===== src/rtl/nnl_pkg.sv =====
package nnl_pkg;

  typedef enum logic [2:0] {
    ST_IDLE    = 3'd0,
    ST_IDX_ON  = 3'd1,
    ST_DATA    = 3'd2,
    ST_IDX_OFF = 3'd3,
    ST_CTRL    = 3'd4
  } nnl_state_e;

  localparam logic [1:0] FILT_MEDIUM = 2'b01;
  localparam logic [1:0] FILT_PROG   = 2'b10;

endpackage


===== src/rtl/nnl_coef_gen.sv =====
module nnl_coef_gen #(
  parameter int unsigned PHASES     = 17,
  parameter int unsigned TAPS       = 7,
  parameter int unsigned CENTER_TAP = 3,
  parameter int unsigned CW         = 16,
  parameter logic [CW-1:0] ONE_VAL  = 16'h0800,
  parameter logic [CW-1:0] ZERO_VAL = 16'h3000
) (
  input  logic            clk,
  input  logic            rst_n,
  input  logic            clear_i,
  input  logic            adv_i,
  output logic [2*CW-1:0] dword_o,
  output logic            last_o
);
  localparam int unsigned NCOEF = PHASES * TAPS;
  localparam int unsigned NDW   = (NCOEF + 1) / 2;
  localparam int unsigned TAP_W = $clog2(TAPS) + 1;
  localparam int unsigned CNT_W = $clog2(NDW);

  logic [TAP_W-1:0] tap_q, tap_d;
  logic [CNT_W-1:0] cnt_q, cnt_d;

  function automatic logic [TAP_W-1:0] tap_wrap(input logic [TAP_W:0] v);
    logic [TAP_W:0] r;
    r = (v >= (TAP_W+1)'(TAPS)) ? v - (TAP_W+1)'(TAPS) : v;
    return r[TAP_W-1:0];
  endfunction

  always_comb begin
    tap_d = tap_q;
    cnt_d = cnt_q;
    if (clear_i) begin
      tap_d = '0;
      cnt_d = '0;
    end else if (adv_i) begin
      tap_d = tap_wrap({1'b0, tap_q} + (TAP_W+1)'(2));
      cnt_d = cnt_q + CNT_W'(1);
    end
  end

  always_ff @(posedge clk or negedge rst_n) begin
    if (!rst_n) begin
      tap_q <= '0;
      cnt_q <= '0;
    end else if (clear_i || adv_i) begin
      tap_q <= tap_d;
      cnt_q <= cnt_d;
    end
  end

  for (genvar h = 0; h < 2; h++) begin : g_half
    logic [TAP_W-1:0] tap_h;
    assign tap_h = tap_wrap({1'b0, tap_q} + (TAP_W+1)'(h));
    assign dword_o[h*CW +: CW] =
      (tap_h == TAP_W'(CENTER_TAP)) ? ONE_VAL : ZERO_VAL;
  end

  assign last_o = (cnt_q == CNT_W'(NDW - 1));
endmodule


===== src/rtl/nnl_ctrl_word.sv =====
module nnl_ctrl_word #(
  parameter int unsigned DW       = 32,
  parameter int unsigned EN_BIT   = 31,
  parameter int unsigned FILT_LSB = 23,
  parameter int unsigned SEL_LSB  = 8,
  parameter int unsigned SET_W    = 2,
  parameter int unsigned COEF_SET = 0
) (
  input  logic          prog_i,
  output logic [DW-1:0] word_o
);
  import nnl_pkg::*;
  localparam int unsigned NSEL = 4;

  logic [NSEL*SET_W-1:0] sel_bits;

  for (genvar f = 0; f < NSEL; f++) begin : g_sel
    assign sel_bits[f*SET_W +: SET_W] = prog_i ? SET_W'(COEF_SET) : '0;
  end

  always_comb begin
    word_o = '0;
    word_o[EN_BIT] = 1'b1;
    word_o[FILT_LSB +: 2] = prog_i ? FILT_PROG : FILT_MEDIUM;
    word_o[SEL_LSB +: NSEL*SET_W] = sel_bits;
  end
endmodule


===== src/rtl/nnl_fsm.sv =====
module nnl_fsm (
  input  logic                clk,
  input  logic                rst_n,
  input  logic                start_i,
  input  logic                nearest_i,
  input  logic                ready_i,
  input  logic                last_i,
  output nnl_pkg::nnl_state_e state_o,
  output logic                prog_o,
  output logic                gen_clear_o,
  output logic                gen_adv_o,
  output logic                done_o
);
  import nnl_pkg::*;

  nnl_state_e state_q, state_d;
  logic       prog_q, prog_d;
  logic       done_q, done_d;
  logic       take_start;

  assign take_start = (state_q == ST_IDLE) && start_i;

  always_comb begin
    state_d   = state_q;
    prog_d    = prog_q;
    done_d    = 1'b0;
    gen_adv_o = 1'b0;
    case (state_q)
      ST_IDLE: begin
        if (start_i) begin
          prog_d  = nearest_i;
          state_d = nearest_i ? ST_IDX_ON : ST_CTRL;
        end
      end
      ST_IDX_ON:  if (ready_i) state_d = ST_DATA;
      ST_DATA: begin
        if (ready_i) begin
          gen_adv_o = 1'b1;
          if (last_i) state_d = ST_IDX_OFF;
        end
      end
      ST_IDX_OFF: if (ready_i) state_d = ST_CTRL;
      ST_CTRL: begin
        if (ready_i) begin
          state_d = ST_IDLE;
          done_d  = 1'b1;
        end
      end
      default: state_d = ST_IDLE;
    endcase
  end

  always_ff @(posedge clk or negedge rst_n) begin
    if (!rst_n) begin
      state_q <= ST_IDLE;
      prog_q  <= 1'b0;
      done_q  <= 1'b0;
    end else begin
      state_q <= state_d;
      done_q  <= done_d;
      if (take_start) prog_q <= prog_d;
    end
  end

  assign state_o     = state_q;
  assign prog_o      = prog_q;
  assign gen_clear_o = take_start;
  assign done_o      = done_q;
endmodule


===== src/rtl/nnl_coef_loader.sv =====
module nnl_coef_loader #(
  parameter int unsigned AW          = 8,
  parameter int unsigned DW          = 32,
  parameter int unsigned PHASES      = 17,
  parameter int unsigned TAPS        = 7,
  parameter int unsigned CENTER_TAP  = 3,
  parameter logic [AW-1:0] IDX_ADDR  = 8'h20,
  parameter logic [AW-1:0] DATA_ADDR = 8'h24,
  parameter logic [AW-1:0] CTRL_ADDR = 8'h00,
  parameter int unsigned AUTOINC_BIT = 10,
  parameter int unsigned COEF_SET    = 0
) (
  input  logic          clk,
  input  logic          rst_n,
  input  logic          start_i,
  input  logic          nearest_i,
  output logic          wr_valid_o,
  output logic [AW-1:0] wr_addr_o,
  output logic [DW-1:0] wr_data_o,
  input  logic          wr_ready_i,
  output logic          busy_o,
  output logic          done_o
);
  import nnl_pkg::*;
  localparam int unsigned CW = DW / 2;

  nnl_state_e    state;
  logic          prog, gen_clear, gen_adv, last;
  logic [DW-1:0] coef_dword, ctrl_word;

  nnl_fsm u_fsm (
    .clk        (clk),
    .rst_n      (rst_n),
    .start_i    (start_i),
    .nearest_i  (nearest_i),
    .ready_i    (wr_ready_i),
    .last_i     (last),
    .state_o    (state),
    .prog_o     (prog),
    .gen_clear_o(gen_clear),
    .gen_adv_o  (gen_adv),
    .done_o     (done_o)
  );

  nnl_coef_gen #(
    .PHASES    (PHASES),
    .TAPS      (TAPS),
    .CENTER_TAP(CENTER_TAP),
    .CW        (CW),
    .ONE_VAL   (CW'(16'h0800)),
    .ZERO_VAL  (CW'(16'h3000))
  ) u_gen (
    .clk    (clk),
    .rst_n  (rst_n),
    .clear_i(gen_clear),
    .adv_i  (gen_adv),
    .dword_o(coef_dword),
    .last_o (last)
  );

  nnl_ctrl_word #(
    .DW      (DW),
    .COEF_SET(COEF_SET)
  ) u_ctrl (
    .prog_i(prog),
    .word_o(ctrl_word)
  );

  always_comb begin
    wr_addr_o = CTRL_ADDR;
    wr_data_o = '0;
    case (state)
      ST_IDX_ON: begin
        wr_addr_o = IDX_ADDR;
        wr_data_o[AUTOINC_BIT] = 1'b1;
      end
      ST_DATA: begin
        wr_addr_o = DATA_ADDR;
        wr_data_o = coef_dword;
      end
      ST_IDX_OFF: wr_addr_o = IDX_ADDR;
      ST_CTRL:    wr_data_o = ctrl_word;
      default:    wr_addr_o = CTRL_ADDR;
    endcase
  end

  assign wr_valid_o = (state != ST_IDLE);
  assign busy_o     = (state != ST_IDLE);
endmodule


===== config.mk =====
export PLATFORM = sky130hd
export DESIGN_NAME = nnl_coef_loader
export DESIGN_NICKNAME = d
export VERILOG_FILES = /design/src/rtl/nnl_pkg.sv /design/src/rtl/nnl_coef_gen.sv /design/src/rtl/nnl_ctrl_word.sv /design/src/rtl/nnl_fsm.sv /design/src/rtl/nnl_coef_loader.sv
export SDC_FILE = /design/constraint.sdc
export NUM_CORES = 1
export LEC_CHECK = 0
export BUFFER_PORTS_ARGS = -buffer_cell sky130_fd_sc_hd__buf_2
export CORE_ASPECT_RATIO = 0.5
export CORE_MARGIN = 8
export CORE_UTILIZATION = 60
export DETAILED_ROUTE_END_ITERATION = 8
export GPL_TIMING_DRIVEN = 0
export HOLD_SLACK_MARGIN = 0.12
export PLACE_DENSITY = 0.9
export SLEW_MARGIN = 20
export SYNTH_ARGS = -nofsm -noshare
export SYNTH_HDL_FRONTEND = slang
export SYNTH_HIERARCHICAL = 1
export SYNTH_SLANG_ARGS = --single-unit

===== constraint.sdc =====
create_clock -name clk -period 5.74 [get_ports clk]
set_input_delay 1.148 -clock clk [delete_from_list [all_inputs] [get_ports clk]]
set_output_delay 1.148 -clock clk [all_outputs]
set_load 0.05 [all_outputs]

==> impl_metrics.csv, run 1 <==
group,metric,value,unit
power_and_ir_drop,leakagePower,1.36,nW
clock_tree,cts_setup_buffers,0,
finish,mostFrequentLayoutCells,"buf_4, nand3b_1, conb_1",
drt,vias_per_cell,4.85,
floorplan,die_h,60.2,um
grt,grt-ovfl-total,0,
logic_synthesis,synth-seq-area-share,0.160,
place,dp_hpwl,4060,um
clock_tree,clockBufferDepth,2,
floorplan,rows,16,
status,status,"complete, no violations",
clock_tree,htree_num_levels,1,
finish,drive_gt1_frac,0.279,
drt,route.detailed.drc,0,
timing,rsz0062_at_grt,"false",
clock_tree,cts-root-buf,"clkbuf_8",
drt,vias,2107,
critical_path,critical_path_required,4590,ps
finish,final_common_cell,"buf_4",
logic_synthesis,synth_top_family_by_area,"simple AND/OR/NAND/NOR gates",
finish,nets,392,
logic_synthesis,synth_compound_area_frac,0.140,
timing,setup_viol,0,
floorplan,die_area,0.00628,mm^2
logic_synthesis,synth_mux_area_frac,0.0139,
grt,grt_start_max_net_pins,16,
drt,drt-pass1-iter-count,4,
logic_synthesis,syn_inst,299,
logic_synthesis,synth_warnings,6,
drt,drt_iter0_drc,74,
critical_path,endpoint_kind,"primary output",
drt,drtAntennaViolNets,0,
finish,n_antenna_cell,0,
critical_path,crit_type,"register to primary output",
grt,grtUsageTotal,0.167,
drt,wl,5300,um
worst_hold_path,hold_path.class,"register to register",
logic_synthesis,synth-xor-area-share,0.0299,
floorplan,start_util,0.613,
place,place.gp.congestion,0.802,
logic_synthesis,synth_edf_count,0,
floorplan,core_area,0.00382,mm^2
timing,drv_slew,0,
finish,final_util,0.724,
logic_synthesis,ys_async_sr_fraction,1.00,
power_and_ir_drop,power_density,512,mW/mm^2
timing,worst_pin_slew,1100,ps
logic_synthesis,yosysUniqueCellTypes,43,
clock_tree,hold_buffers,0,
worst_hold_path,min_path_cells,2,
timing,fin_crit_sh,0.623,
place,port_buffers,19,
grt,antenna_found_initial,0,
logic_synthesis,syn_area,0.00234,mm^2
timing,slew_headroom,0.266,
floorplan,num_io_pins,48,
drt,routedWlPerCell,12.2,um
timing,fin_crit,3580,ps
timing,fin_skew,0.860,ps
critical_path,worst_ep_arrival_time,2430,ps
logic_synthesis,synthAdderAreaFrac,0.0321,
critical_path,critPathLaunchType,"register",
clock_tree,cts_inserted_buffers,3,
critical_path,cp_max_fo,9,
logic_synthesis,ys_seq_elements,15,
logic_synthesis,ys.flop_type,"dfrtp_1",
clock_tree,clk_pin_slew,60,ps
floorplan,die_width,104,um
timing,finalHoldViolCount,0,
power_and_ir_drop,power,1.42,mW
timing,max_freq,280,MHz
clock_tree,clkLatencyLatePin,240,ps
clock_tree,cts.sinks,15,
timing,finalSetupTns,0,ps
finish,fillCellCount,330,
clock_tree,cts_resized,0,
clock_tree,cts_tree,"yes",
critical_path,ff2ff_path_depth,6,
finish,area_delta_synth_final,18.2,%
grt,grt_pass1_wl,8940,um
run,cap_viol_max_count,0,
grt,first_global_vias,2094,
logic_synthesis,synthSimpleGateAreaFrac,0.321,
power_and_ir_drop,vdd_ir_drop_max,0.217,mV
logic_synthesis,synth_area_per_cell,7.83,um^2
-- per-layer routing --
metal / share of wire / track usage
met5: 0 / 0
met4: 0.0019 / 0.0407
met3: 0.028 / 0.0215
met2: 0.51 / 0.329
met1: 0.46 / 0.190
-- cell usage after synthesis, drive strengths merged (3+ instances only) --
cell    number  area share
nor2        15       0.024
nand3b      63        0.20
clkbuf       6      0.0096
a21oi       37       0.081
or3          4       0.011
dfrtp       15        0.16
buf         82        0.28
nor2b        3      0.0080
and3         3      0.0080
nand2        6      0.0096
nand4        3      0.0080
xor2         7       0.026
inv          6      0.0096
conb         4      0.0064
o21ai        9       0.019
ha           6       0.032
o211ai       3      0.0096
-- sequential cells by signal (all words and copies together), names as in the netlist --
signal / cells
u_fsm/done_o: 1
u_fsm/prog_o: 1
u_fsm/state_o: 3
u_gen/cnt_q: 6
u_gen/tap_q: 4
-- metrics by stage --
stage	hold WS [ps]	instance area (um^2)	worst slack, ps	std cells
global placement	524	2720	2560	430
CTS	560	2770	2200	434
global route	574	2770	2040	434
detailed placement	551	2720	2480	430
floorplan	482	2560	2290	357
finish	566	2770	2160	434
-- logic make-up (layout without fill, tap and decap cells) --
family	Yosys count	in the layout
and+or+nand+nor	111	111
buffers and inverters	94	117
AOI/OAI and AO/OA	58	58
DFF	15	15
xor gates and xnor gates	8	8
adders and majority gates	6	6
other	4	62
muxes	3	3
-- area by class of cell --
class,count,area [um^2],area share
inverter,6,22.5,0.00814
buffer,88,672,0.243
sequential,15,375,0.136
timing repair buffer,19,95.1,0.0344
tap,54,67.6,0.0244
clock buffer,4,45.0,0.0163
multi-input combinational,248,1490,0.538
-- critical path, stage by stage (launching register included) --
cell      delay [ps]
dfrtp_1          490
ha_1             300
xor2_1           200
nor4b_1          320
o21ai_1          150
a21o_1           230
buf_4            130
nand3b_1          70
a21oi_1           60
buf_2            230
-- final timing paths --
path	startpoint	endpoint	slack, ps
max in group asynchronous	rst_n	u_gen/cnt_q[0]	4680
min in group asynchronous	rst_n	u_gen/cnt_q[4]	800
worst max-delay path	u_gen/tap_q[0]	wr_data_o[29]	2160
worst max register to register	u_fsm/state_o[1]	u_gen/cnt_q[4]	3700
worst min register to register	u_gen/cnt_q[5]	u_gen/cnt_q[5]	570
worst min-delay path	u_gen/cnt_q[5]	u_gen/cnt_q[5]	570
-- report_power, final --
| part | switching, mW | total (mW) | internal (mW) |
|---|---|---|---|
| Sequential | 0.0580 | 0.192 | 0.134 |
| Clock | 0.0346 | 0.0836 | 0.0490 |
| Combinational | 0.782 | 1.14 | 0.359 |
| Total | 0.874 | 1.42 | 0.543 |
No activity file was read; power rests on OpenSTA's default activity.
==> run 2, diff against run 1 <==
- ABC_AREA: unset -> 1
- CORE_UTILIZATION: 60 -> 55
- PLACE_DENSITY: 0.9 -> 0.85
- clock period: 5.74 -> 3.74 ns (I/O delays scaled with it)
==> impl_metrics.csv, run 2 <==
group,metric,value,unit
status,status,"complete, no violations",
logic_synthesis,synth_mux_area_frac,0,
power_and_ir_drop,p_comb_frac,0.783,
critical_path,crit_type,"register to primary output",
clock_tree,cts_setup_buffers,0,
critical_path,ff2ff_path_depth,9,
logic_synthesis,synth_top_family_by_area,"simple AND/OR/NAND/NOR gates",
clock_tree,htree_num_levels,1,
drt,drt-pass1-iter-count,4,
timing,fin_skew,2.98,ps
clock_tree,clockBufferDepth,2,
clock_tree,cts_tree,"yes",
grt,antenna_found_initial,0,
logic_synthesis,ys_seq_elements,15,
logic_synthesis,ys.flop_type,"dfrtp_1",
finish,drive_gt1_frac,0.283,
logic_synthesis,yosysUniqueCellTypes,27,
timing,rsz0062_at_grt,"false",
floorplan,die_width,104,um
grt,grt_pass1_wl,7790,um
grt,grtUsageTotal,0.145,
worst_hold_path,hold_path.class,"primary input to async pin",
logic_synthesis,syn_inst,340,
drt,routedWlPerCell,9.78,um
power_and_ir_drop,power_density,717,mW/mm^2
drt,route.detailed.drc,0,
drt,drtAntennaViolNets,0,
place,placedCellCount,471,
critical_path,critical_path_required,2990,ps
grt,first_global_vias,1867,
clock_tree,clk_pin_slew,60,ps
logic_synthesis,syn_area,0.00215,mm^2
timing,setup_viol,0,
clock_tree,cts_inserted_buffers,3,
power_and_ir_drop,power.internal,638,uW
logic_synthesis,yosysTopAreaCell,"buf_4",
floorplan,core_area,0.00382,mm^2
grt,grt-ovfl-total,0,
logic_synthesis,synth-xor-area-share,0.00813,
finish,area_delta_synth_final,19.8,%
critical_path,reg2reg_to,"u_gen/tap_q[2]",
logic_synthesis,synth_compound_area_frac,0.0500,
critical_path,cp_max_fo,8,
power_and_ir_drop,leakagePower,1.62,nW
floorplan,start_util,0.563,
logic_synthesis,synthSimpleGateAreaFrac,0.406,
logic_synthesis,netlist.area_leader.share,0.244,
finish,fin_cells,475,
logic_synthesis,synth.most_common_cell,"nand3_1",
critical_path,worst_ep_arrival_time,2170,ps
power_and_ir_drop,p_switching,1.21,mW
place,place.gp.congestion,0.820,
clock_tree,cts-root-buf,"clkbuf_8",
power_and_ir_drop,clockPowerShare,0.071,
logic_synthesis,yosys-top-cells-area,"buf_4, nand3_1, dfrtp_1, nand2_1, inv_1",
floorplan,die_h,60.2,um
power_and_ir_drop,switching_share,0.655,
critical_path,critPathLaunchType,"register",
finish,mostFrequentLayoutCells,"nand3_1, nand2_1, buf_4",
place,port_buffers,19,
finish,n_antenna_cell,0,
drt,vias_per_cell,4.49,
critical_path,endpoint_kind,"primary output",
drt,vias,2135,
place,postPlaceCellArea,0.00253,mm^2
critical_path,r2r-start,"u_fsm/state_o[0]",
logic_synthesis,synthAdderAreaFrac,0.0349,
run,cap_viol_max_count,0,
logic_synthesis,synth_area_per_cell,6.33,um^2
power_and_ir_drop,seq_power_share,0.146,
grt,grt_start_max_net_pins,16,
finish,final_common_cell,"nand3_1",
logic_synthesis,synth_warnings,6,
finish,largest_register_ffs,6,
timing,finalSetupTns,0,ps
clock_tree,hold_buffers,0,
logic_synthesis,synth-seq-area-share,0.174,
clock_tree,cts_resized,0,
floorplan,die_area,0.00630,mm^2
place,dp_hpwl,3760,um
logic_synthesis,ys_async_sr_fraction,1.00,
finish,top_register,"u_gen/cnt_q",
floorplan,num_io_pins,48,
critical_path,rrSetupSlack,1880,ps
logic_synthesis,synth_edf_count,0,
clock_tree,clkLatencyLatePin,250,ps
finish,nets,433,
timing,finalHoldViolCount,0,
timing,max_freq,343,MHz
logic_synthesis,yosys-top-cells-count,"nand3_1, nand2_1, buf_4",
power_and_ir_drop,vdd_ir_drop_max,0.405,mV
timing,drv_slew,0,
clock_tree,cts.sinks,15,
drt,drt_iter0_drc,77,
finish,fin_area,0.00258,mm^2
floorplan,rows,16,
drt,wl,4640,um
timing,fin_crit,2920,ps
timing,fin_crit_sh,0.780,
==> run 2: cell types whose count changed after synthesis, moves of 8 or more <==
cell / delta
buf_2: +8
nand3_1: +76
nand2_1: +70
a21oi_1: -29
buf_6: -12
nand3b_1: -62
inv_1: +20
==> run 2: layer usage <==
metal  global-route usage  part of all wire  vias to the layer above
met3               0.0258             0.033                        7
met4               0.0448            0.0090                        0
met2                0.301              0.52                       44
met1                0.146              0.44                      948
met5                    0                 0                        -
li1                     -                 -                     1136
==> run 2: worst max-delay path by stage <==
stage | slack [ps] | cells after the start | from | end
finish | 820 | 9 | u_gen/tap_q[0] | wr_data_o[13]
global route | 700 | 9 | u_gen/tap_q[0] | wr_data_o[11]
CTS | 830 | 9 | u_gen/tap_q[0] | wr_data_o[13]
detailed placement | 1110 | 9 | u_gen/tap_q[0] | wr_data_o[13]
global placement | 1200 | 9 | u_gen/tap_q[0] | wr_data_o[13]
floorplan | 1200 | 5 | u_fsm/state_o[1] | wr_data_o[10]
==> run 2: per-stage QoR <==
step                      setup WS [ps]  total power [mW]  hold WS, ps  utilization
after floorplan                    1200              1.48          452            -
after global placement             1200              1.66          507        0.663
after detailed placement           1110              1.70          512        0.663
after CTS                           826              1.84          399        0.675
after global routing                696              1.98          406        0.675
final                               823              1.85          389        0.675
==> run 2: cells by family (layout without fill, tap and decap cells) <==
group / Yosys count / in the layout
other: 4 / 62
adder cells (fa/ha/maj): 6 / 6
AO/OA/AOI/OAI: 19 / 19
XOR/XNOR: 2 / 2
buffers and inverters: 110 / 133
AND/OR/NAND/NOR: 184 / 184
flip-flops: 15 / 15
==> run 2: final cells by class <==
type                    instances  area (um^2)
multi-input cells             273         1310
fillers                       350         1240
plain buffers                  81          581
flip-flops and latches         15          375
inverters                      29          109
repair buffers                 19         95.1
well taps                      54         67.6
clock buffers                   3         41.3
clock inverters                 1         5.00
==> run 2: power by group through the flow <==
stage	clock (mW)	combinational, mW	sequential (mW)
global route	0.144	1.56	0.278
finish	0.132	1.45	0.270
global placement	0	1.39	0.267
CTS	0.137	1.43	0.271
floorplan	0	1.22	0.262
detailed placement	0	1.43	0.273
==> run 2: worst max-delay path, cell delays in order (launching register included) <==
cell,delay (ps)
dfrtp_1,400
buf_4,180
inv_2,60
ha_1,330
o31ai_1,280
nand2_1,160
buf_4,160
nand3_1,70
nand2_1,60
buf_2,210
==> run 3, diff against run 2 <==
- ABC_AREA: 1 -> 0
- CORE_UTILIZATION: 55 -> 56
- clock period: 3.74 -> 2.95 ns (I/O delays scaled with it)
==> impl_metrics.csv, run 3 (synthesis gave the netlist of run 1 again) <==
group,metric,value,unit
critical_path,critical_path_required,2360,ps
power_and_ir_drop,power,2.79,mW
timing,max_freq,353,MHz
finish,drive_gt1_frac,0.304,
clock_tree,cts_tree,"yes",
clock_tree,clk_pin_slew,70,ps
grt,top_usage_layer,"met2",
clock_tree,clockBufferDepth,2,
finish,n_antenna_cell,0,
clock_tree,clkLatencyLatePin,260,ps
floorplan,start_util,0.591,
power_and_ir_drop,leakagePower,1.37,nW
power_and_ir_drop,power_density,994,mW/mm^2
status,status,"complete, no violations",
floorplan,rows,16,
finish,fillCellCount,329,
place,placedCellCount,430,
clock_tree,htree_num_levels,1,
timing,drv_slew,0,
critical_path,worst_ep_arrival_time,2250,ps
finish,nets,394,
run,cap_viol_max_count,0,
drt,wl,5260,um
critical_path,critPathLaunchType,"register",
timing,worst_pin_slew,1080,ps
finish,final_common_cell,"buf_4",
clock_tree,cts_inserted_buffers,3,
floorplan,num_io_pins,48,
grt,first_global_vias,2043,
worst_hold_path,hold_path.class,"primary input to async pin",
clock_tree,cts-root-buf,"clkbuf_8",
finish,final_util,0.709,
timing,slew_headroom,0.284,
drt,vias,2103,
drt,drtAntennaViolNets,0,
grt,antenna_found_initial,0,
timing,finalSetupTns,0,ps
timing,setup_viol,0,
drt,route.detailed.drc,0,
place,port_buffers,19,
finish,seq_area,379,um^2
floorplan,die_h,61.7,um
floorplan,die_area,0.00663,mm^2
place,dp_hpwl,3990,um
drt,vias_per_cell,4.82,
drt,routedWlPerCell,12.1,um
place,postPlaceCellArea,0.00272,mm^2
floorplan,core_area,0.00396,mm^2
timing,fin_crit_sh,0.961,
grt,grt_util_met2,0.311,
grt,grt-ovfl-total,0,
timing,fin_skew,5.07,ps
timing,finalHoldViolCount,0,
finish,top_register,"u_gen/cnt_q",
clock_tree,cts.sinks,15,
finish,mostFrequentLayoutCells,"buf_4, nand3b_1, conb_1",
grt,met3_usage,0.0216,
floorplan,die_width,107,um
finish,fin_cells,436,
finish,area_delta_synth_final,20.0,%
timing,fin_crit,2840,ps
finish,largest_register_ffs,6,
critical_path,crit_type,"register to primary output",
grt,use_met1,0.173,
grt,grt_pass1_wl,8630,um
grt,grt_start_max_net_pins,16,
grt,grtUsageTotal,0.158,
drt,drt-pass1-iter-count,4,
critical_path,endpoint_kind,"primary output",
power_and_ir_drop,vdd_ir_drop_max,0.466,mV
finish,multiInputGateArea,0.00151,mm^2
drt,drt_iter0_drc,112,
place,place.gp.congestion,0.780,
critical_path,cp_max_fo,8,
finish,fin_area,0.00281,mm^2
## run 3: cell count changes in the layout (fill, tap and decap cells not counted), moves of 4 or more
cell      previous run  this run
nor2_1              10        15
inv_1               26         6
nand3_1             78         2
xor2_1               2         6
nand2_1             76         6
buf_6                0        12
nor2_4               6         0
nand3b_1             1        63
buf_2               30        20
a21oi_1              7        36
or3_1                0         4
clkbuf_1             0         6
## run 3: final timing paths
kind / depth (start not counted) / slack (ps) / end / from
max: 8 / 110 / wr_data_o[28] / u_gen/tap_q[2]
min: 1 / 220 / u_gen/cnt_q[5] / rst_n
max reg2reg: 6 / 940 / u_gen/cnt_q[4] / u_fsm/state_o[1]
min reg2reg: 2 / 560 / u_gen/cnt_q[5] / u_gen/cnt_q[5]
max in group asynchronous: 1 / 2450 / u_gen/tap_q[2] / rst_n
min in group clk: 2 / 560 / u_gen/cnt_q[5] / u_gen/cnt_q[5]
## run 3: layer usage
layer  vias up  wire, um
li1       1076         -
met1       977      2250
met2        46      2740
met3         4       223
met4         0        43
met5         -         0
## run 3: critical path: stages, from the launching register on
cell and delay (ps):
dfrtp_2 480, ha_2 250, xor2_1 190, and3_1 190, o21ai_1 150, a21o_1 160, nand3b_1 100, a21oi_1 170
buf_2 300
## run 3: per-stage QoR
stage / hold slack, ps / worst slack [ps]
global placement: 510 / 332
finish: 223 / 114
floorplan: 294 / 60.7
global route: 253 / -3.26
CTS: 238 / 2.89
detailed placement: 511 / 276
## run 3: layout make-up
| type | count | share of cell area |
|---|---|---|
| multi-input combinational | 248 | 0.537 |
| sequential | 15 | 0.135 |
| inverter | 6 | 0.00801 |
| clock inverter | 1 | 0.00178 |
| tap | 54 | 0.0240 |
| clock buffer | 3 | 0.0147 |
| buffer | 88 | 0.239 |
| timing repair buffer | 21 | 0.0409 |
## run 3: timing repair
item,CTS,global route
gates resized for setup,1,10
setup buffers,0,2
endpoints found under the setup margin,1,4
hold buffers,0,0
## run 3: where the power goes
part,switching [mW],internal (mW),total (mW)
clock network,0.0797,0.0939,0.174
logic,1.53,0.724,2.25
registers,0.106,0.265,0.371
total,1.71,1.08,2.79
